### src/rtl/lut_dram_pkg.sv
package lut_dram_pkg;
   localparam int DEF_ADDR_W = 4;
   localparam int DEF_DATA_W = 4;
   localparam int DEF_LANES  = 2;

   function automatic int depth_of(input int aw);
      return 1 << aw;
   endfunction
endpackage

### src/rtl/lut_dram_wdec.sv
module lut_dram_wdec #(
   parameter int ADDR_W = 4,
   localparam int DEPTH = 1 << ADDR_W
) (
   input  logic              wr_strobe,
   input  logic [ADDR_W-1:0] wr_addr,
   output logic [DEPTH-1:0]  word_we
);
   for (genvar w = 0; w < DEPTH; w++) begin : g_word
      assign word_we[w] = wr_strobe && (wr_addr == ADDR_W'(w));
   end
endmodule

### src/rtl/lut_dram_col.sv
module lut_dram_col #(
   parameter int ADDR_W = 4,
   localparam int DEPTH = 1 << ADDR_W
) (
   input  logic              clk,
   input  logic              rst_n,
   input  logic [DEPTH-1:0]  word_we,
   input  logic              din,
   input  logic [ADDR_W-1:0] rd_addr,
   output logic              dout
);
   logic [DEPTH-1:0] cells;

   always_ff @(posedge clk or negedge rst_n) begin
      if (!rst_n) begin
         cells <= '0;
      end else begin
         for (int w = 0; w < DEPTH; w++) begin
            if (word_we[w]) cells[w] <= din;
         end
      end
   end

   assign dout = cells[rd_addr];
endmodule

### src/rtl/lut_dram_slice.sv
module lut_dram_slice #(
   parameter int ADDR_W = 4,
   parameter int LANES  = 2,
   localparam int DEPTH = 1 << ADDR_W
) (
   input  logic              clk,
   input  logic              rst_n,
   input  logic [DEPTH-1:0]  word_we,
   input  logic [LANES-1:0]  din,
   input  logic [ADDR_W-1:0] rd_addr,
   output logic [LANES-1:0]  dout
);
   for (genvar b = 0; b < LANES; b++) begin : g_col
      lut_dram_col #(.ADDR_W(ADDR_W)) u_col (
         .clk     (clk),
         .rst_n   (rst_n),
         .word_we (word_we),
         .din     (din[b]),
         .rd_addr (rd_addr),
         .dout    (dout[b])
      );
   end
endmodule

### src/rtl/lut_dram.sv
module lut_dram
   import lut_dram_pkg::*;
#(
   parameter int ADDR_W = DEF_ADDR_W,
   parameter int DATA_W = DEF_DATA_W,
   parameter int LANES  = DEF_LANES,
   localparam int DEPTH  = 1 << ADDR_W,
   localparam int SLICES = DATA_W / LANES
) (
   input  logic              clk,
   input  logic              rst_n,
   input  logic              wr_strobe,
   input  logic [ADDR_W-1:0] wr_addr,
   input  logic [DATA_W-1:0] wr_data,
   input  logic [ADDR_W-1:0] rd_addr,
   output logic [DATA_W-1:0] rd_data
);
   if (ADDR_W < 1 || ADDR_W > 8) begin : g_bad_addr
      $error("lut_dram: ADDR_W must lie in 1..8");
   end
   if (LANES < 1 || DATA_W < LANES || (DATA_W % LANES) != 0) begin : g_bad_lanes
      $error("lut_dram: DATA_W must be a positive multiple of LANES");
   end
   if (depth_of(ADDR_W) != DEPTH) begin : g_bad_depth
      $error("lut_dram: depth mismatch");
   end

   logic [DEPTH-1:0] word_we;

   lut_dram_wdec #(.ADDR_W(ADDR_W)) u_wdec (
      .wr_strobe (wr_strobe),
      .wr_addr   (wr_addr),
      .word_we   (word_we)
   );

   for (genvar s = 0; s < SLICES; s++) begin : g_slice
      lut_dram_slice #(.ADDR_W(ADDR_W), .LANES(LANES)) u_slice (
         .clk     (clk),
         .rst_n   (rst_n),
         .word_we (word_we),
         .din     (wr_data[s*LANES +: LANES]),
         .rd_addr (rd_addr),
         .dout    (rd_data[s*LANES +: LANES])
      );
   end
endmodule

### config.mk
export PLATFORM = sky130hd
export DESIGN_NAME = lut_dram
export DESIGN_NICKNAME = d
export VERILOG_FILES = /design/src/rtl/lut_dram_pkg.sv /design/src/rtl/lut_dram_wdec.sv /design/src/rtl/lut_dram_col.sv /design/src/rtl/lut_dram_slice.sv /design/src/rtl/lut_dram.sv
export SDC_FILE = /design/constraint.sdc
export NUM_CORES = 1
export LEC_CHECK = 0
export ABC_CLOCK_PERIOD_IN_PS = 3360
export CELL_PAD_IN_SITES_DETAIL_PLACEMENT = 0
export CELL_PAD_IN_SITES_GLOBAL_PLACEMENT = 2
export CORE_UTILIZATION = 47
export CTS_CLUSTER_DIAMETER = 60
export DETAILED_ROUTE_END_ITERATION = 12
export PLACE_DENSITY = 0.8
export SETUP_SLACK_MARGIN = 0.3
export SYNTH_ARGS = -nofsm -noshare
export SYNTH_HDL_FRONTEND = slang
export SYNTH_HIERARCHICAL = 1
export SYNTH_SLANG_ARGS = --single-unit
### constraint.sdc
create_clock -name clk -period 3.36 [get_ports clk]
set_clock_uncertainty 0.1 [all_clocks]
set_input_delay 0.84 -clock clk [delete_from_list [all_inputs] [get_ports clk]]
set_output_delay 0.84 -clock clk [all_outputs]
set_load 0.01 [all_outputs]
# After elaboration in Yosys (flattened, before gate mapping)
# Cells that the tools add are included.
# Widths: inputs -> output; s select.
[totals]
ff_bits = 64
output_inout_bits = 4
[op_classes]
n_reduce_logical = 17
n_mux = 8
magnitude_cmp = 1
eq_ne = 15
[op_table]
columns = ["op", "n"]
rows = [
  ["$eq 4x4->1 const B", 8],
  ["$bmux 1 s4", 4],
  ["$eq 4x3->1 const B", 4],
  ["$logic_and 1x1->1", 16],
  ["$eq 4x2->1 const B", 2],
  ["$lt 4x5->1 const B", 1],
  ["$eq 4x1->1 const B", 1],
  ["$logic_not 4->1", 1],
  ["$mux 1", 4],
]

# Depth between registers and ports, before layout
# Gate-level depths: netlist (run 1).
[depth]
ltp_word = 2
mapped_depth = 3
ltp_nobuf = 3

# Cells and area by module
# Netlist (run 1), hierarchy kept.
[by_module_without_submodules]
columns = ["module", "instances", "seq_area_each_um2", "area_per_inst_um2", "cells_each"]
rows = [
  ["lut_dram_col", 4, 400.4, 719.4, 40],
  ["lut_dram_wdec", 1, 0.0, 117.6, 23],
]

# Worst setup path after synthesis (run 1)
# Ideal clock, no wire load.
[synth_timing]
kind = "in2out"
start = "input rd_addr[0]"
end = "output rd_data[0]"
required_time_ns = 2.420
stages = 3
path_slack_ns = 0.815
arrival_time_ns = 1.605
path_cell_list = "mux4_1 > mux2i_1 > mux2i_1"
[synth_between]
elab_chain_len = 2
[synth_rtl]
columns = ["element", "line_no", "rtl"]
rows = [
  ["from (decl)", "lut_dram.sv:15", "input logic [ADDR_W-1:0] rd_addr,"],
  ["$bmux 1 s4", "lut_dram_col.sv:24", "assign dout = cells[rd_addr];"],
  ["$mux 1 (not written as such)", "lut_dram_col.sv:24", ""],
  ["to (decl)", "lut_dram.sv:16", "output logic [DATA_W-1:0] rd_data"],
]
# Every way passes these cells. The select of a mux whose other input is x is not followed.

# Worst setup path in the final report (run 1)
[layout_timing]
start = "input rd_addr[0]"
end = "output rd_data[3]"
# The elaborated chain is that of the path after synthesis.

==> results of run 1 <==
synthesized netlist by cell type:
cell	n
mux2_2	64
mux2i_1	12
nor3_2	1
or3b_4	1
nand3b_1	2
nor3_1	3
nand3_1	1
nand2_1	1
mux4_1	16
nor2_1	12
dfrtp_1	64
nand2b_1	2
clkbuf_1	4
what timing repair did:
action / in CTS / in global routing
buffers inserted: 7 / 0
pin swaps: 0 / 0
gates resized for setup: 40 / 10
cloned: 2 / 0
setup endpoints to repair: 4 / 4
cells in the final DEF (no fill, tap or decap), drive strengths merged:
| master | count |
|---|---|
| nand3 | 1 |
| mux4 | 16 |
| nand2b | 2 |
| nand3b | 2 |
| mux2i | 12 |
| clkdlybuf4s50 | 11 |
| clkinvlp | 1 |
| or3b | 1 |
| clkbuf | 14 |
| nor2 | 12 |
| nor3 | 4 |
| mux2 | 64 |
| clkinv | 1 |
| buf | 22 |
| dfrtp | 64 |
| bufbuf | 1 |
| nand2 | 1 |
report_power, final:
part	total (W)	switching [W]	internal (W)
registers	0.00106	0.000110	0.000950
clock network	0.000610	0.000282	0.000328
logic	0.000446	0.000164	0.000282
total	0.00212	0.000556	0.00156
through the flow:
step	setup TNS [ps]	setup WS [ps]	cells	total power [W]
floorplan	0	815	183	0.00131
global placement	-2130	-566	279	0.00147
detailed placement	-2150	-586	279	0.00150
CTS	0	301	304	0.00212
global route	0	286	304	0.00221
finish	0	309	304	0.00212
final cells by class:
| cell class | instances | area, µm² |
|---|---|---|
| Clock buffer | 14 | 173 |
| Tap cell | 75 | 93.8 |
| Fill cell | 490 | 2440 |
| Multi-Input combinational cell | 115 | 1330 |
| Clock inverter | 2 | 12.5 |
| Sequential cell | 64 | 1600 |
| Timing Repair Buffer | 34 | 373 |
routing by layer:
layer	up-vias	routed length (µm)	global-route usage [%]
li1	778	-	-
met1	967	3250	34.3
met2	51	3490	36.7
met3	11	291	4.00
met4	0	114	11.2
met5	-	0	0
cell families after synthesis:
logic type             after synthesis  share of synthesized area (%)
multiplexers                        92                           42.1
flip-flops                          64                           53.5
AND/OR/NAND/NOR                     23                           3.93
buffers and inverters                4                          0.501
worst min path at each step:
stage,to,cells past startpoint
after floorplan,g_slice[0].u_slice/g_col[0].u_col/cells[13]$_DFFE_PN0P_,1
after global placement,g_slice[1].u_slice/g_col[1].u_col/cells[11]$_DFFE_PN0P_,1
after CTS,g_slice[0].u_slice/g_col[1].u_col/cells[5]$_DFFE_PN0P_,1
final,g_slice[0].u_slice/g_col[1].u_col/cells[4]$_DFFE_PN0P_,1
after detailed placement,g_slice[0].u_slice/g_col[0].u_col/cells[13]$_DFFE_PN0P_,1
after global routing,g_slice[0].u_slice/g_col[1].u_col/cells[5]$_DFFE_PN0P_,1
==> run metrics, run 1 <==
vias in the first global route 1875; Wirelength per Cell 23.5 µm; period utilisation layout 90.8%; VDD IR max 0.391 mV; Final Net Count 239; largest registers g_slice.u_slice/g_col.u_col/cells: 64 flops; Mapped Cells 183; port buffer count 18; largest net degree at the start of global routing 39; pwr/cell area 591 nW/µm²; Post-Syn Area 3000 µm²; Crit. Startpoint rd_addr[0]; CP max FO 6; Critical Path Max Stage Delay 510 ps; Ports 19; Slew headroom 56.0%; share of the synthesized area in the top cell type 53.5%; WL final 7.15 mm; r2r startpoint g_slice[1].u_slice/g_col[0].u_col/cells[2]$_DFFE_PN0P_; drt pass-1 iters 4; placed cell area 3340 µm²; Clock transition at path regs 70 ps; data required time of the worst path 2420 ps; R2R Path End g_slice[1].u_slice/g_col[0].u_col/cells[2]$_DFFE_PN0P_; worst r2r path cells 1; layout cells sized above 1 52.4%; GRT overflow 0; DRT antenna net count 0; clk_lat worst skew 330 ps; CP cell instances buf_8 > buf_12 > buf_6 > mux4_2 > mux2i_2 > mux2i_1 > buf_2; first-pass GRT wire length 11.0 mm; CP max-delay cell mux4_2; TritonCTS Buffers 9; gr usage total 24.3%; synth unique cells 13; core area 6030 µm²; Placer Congestion 0.803; Yosys reg bits 64; crit path to rd_data[3]; hold_ws 199 ps; Tightest Pin Transition 658 ps; WP data arrival 2110 ps; crit path capture type output pin; syn_nets 198; Die Ht 81.8 µm; CP Launch Type input pin; Yosys warnings 6; Largest delay share family, worst path multiplexers; initial DRC count 111; final hold vios 0; Worst R2R Setup Slack 2450 ps; min Tclk post-route 3050 ps; status completed; clock tree buffer depth 2; clk root buf clkbuf_8; crit path kind input pin to output pin; largest area contributor in the synthesized netlist dfrtp_1; CTS tree yes; vias 1807; final core utilization 59.5%; top cells by area, synth dfrtp_1 (53%), mux2_2 (24%), mux4_1 (14%); largest register by flop count g_slice.u_slice/g_col.u_col/cells; Worst Hold Class input pin to asynchronous set/reset pin; Ant. Diodes 0; Final Max Slew Viols 0; Rows 28; Hold Buf Count CTS 0; RSZ-0062 raised after global routing true; syn_area_per_cell 16.4 µm²; critical path depth 7; Max-cap violations 0; initial antenna violation count 0; register area share after synthesis 53.5%; Final HPWL DP 4.62 mm; Starting Density 49.7%; final non-filler cell area 3580 µm²; drt via density 5.94; max reg flops 64; final setup violation count 0; Die ar. 6700 µm²; Layout area overhead 19.6%; DRC 0; WP buf/inv 4; die width 81.8 µm; leak pwr 1.54 nW; Max Fclk 328 MHz; CTS Sinks 64; H-tree depth 3
(Power assumes the default switching activity.)
==> inputs of run 2 (changes only) <==
SLEW_MARGIN = 20   (was not set)
==> results of run 2 <==
Final layout, timing and power as in run 1 (identical DEF).
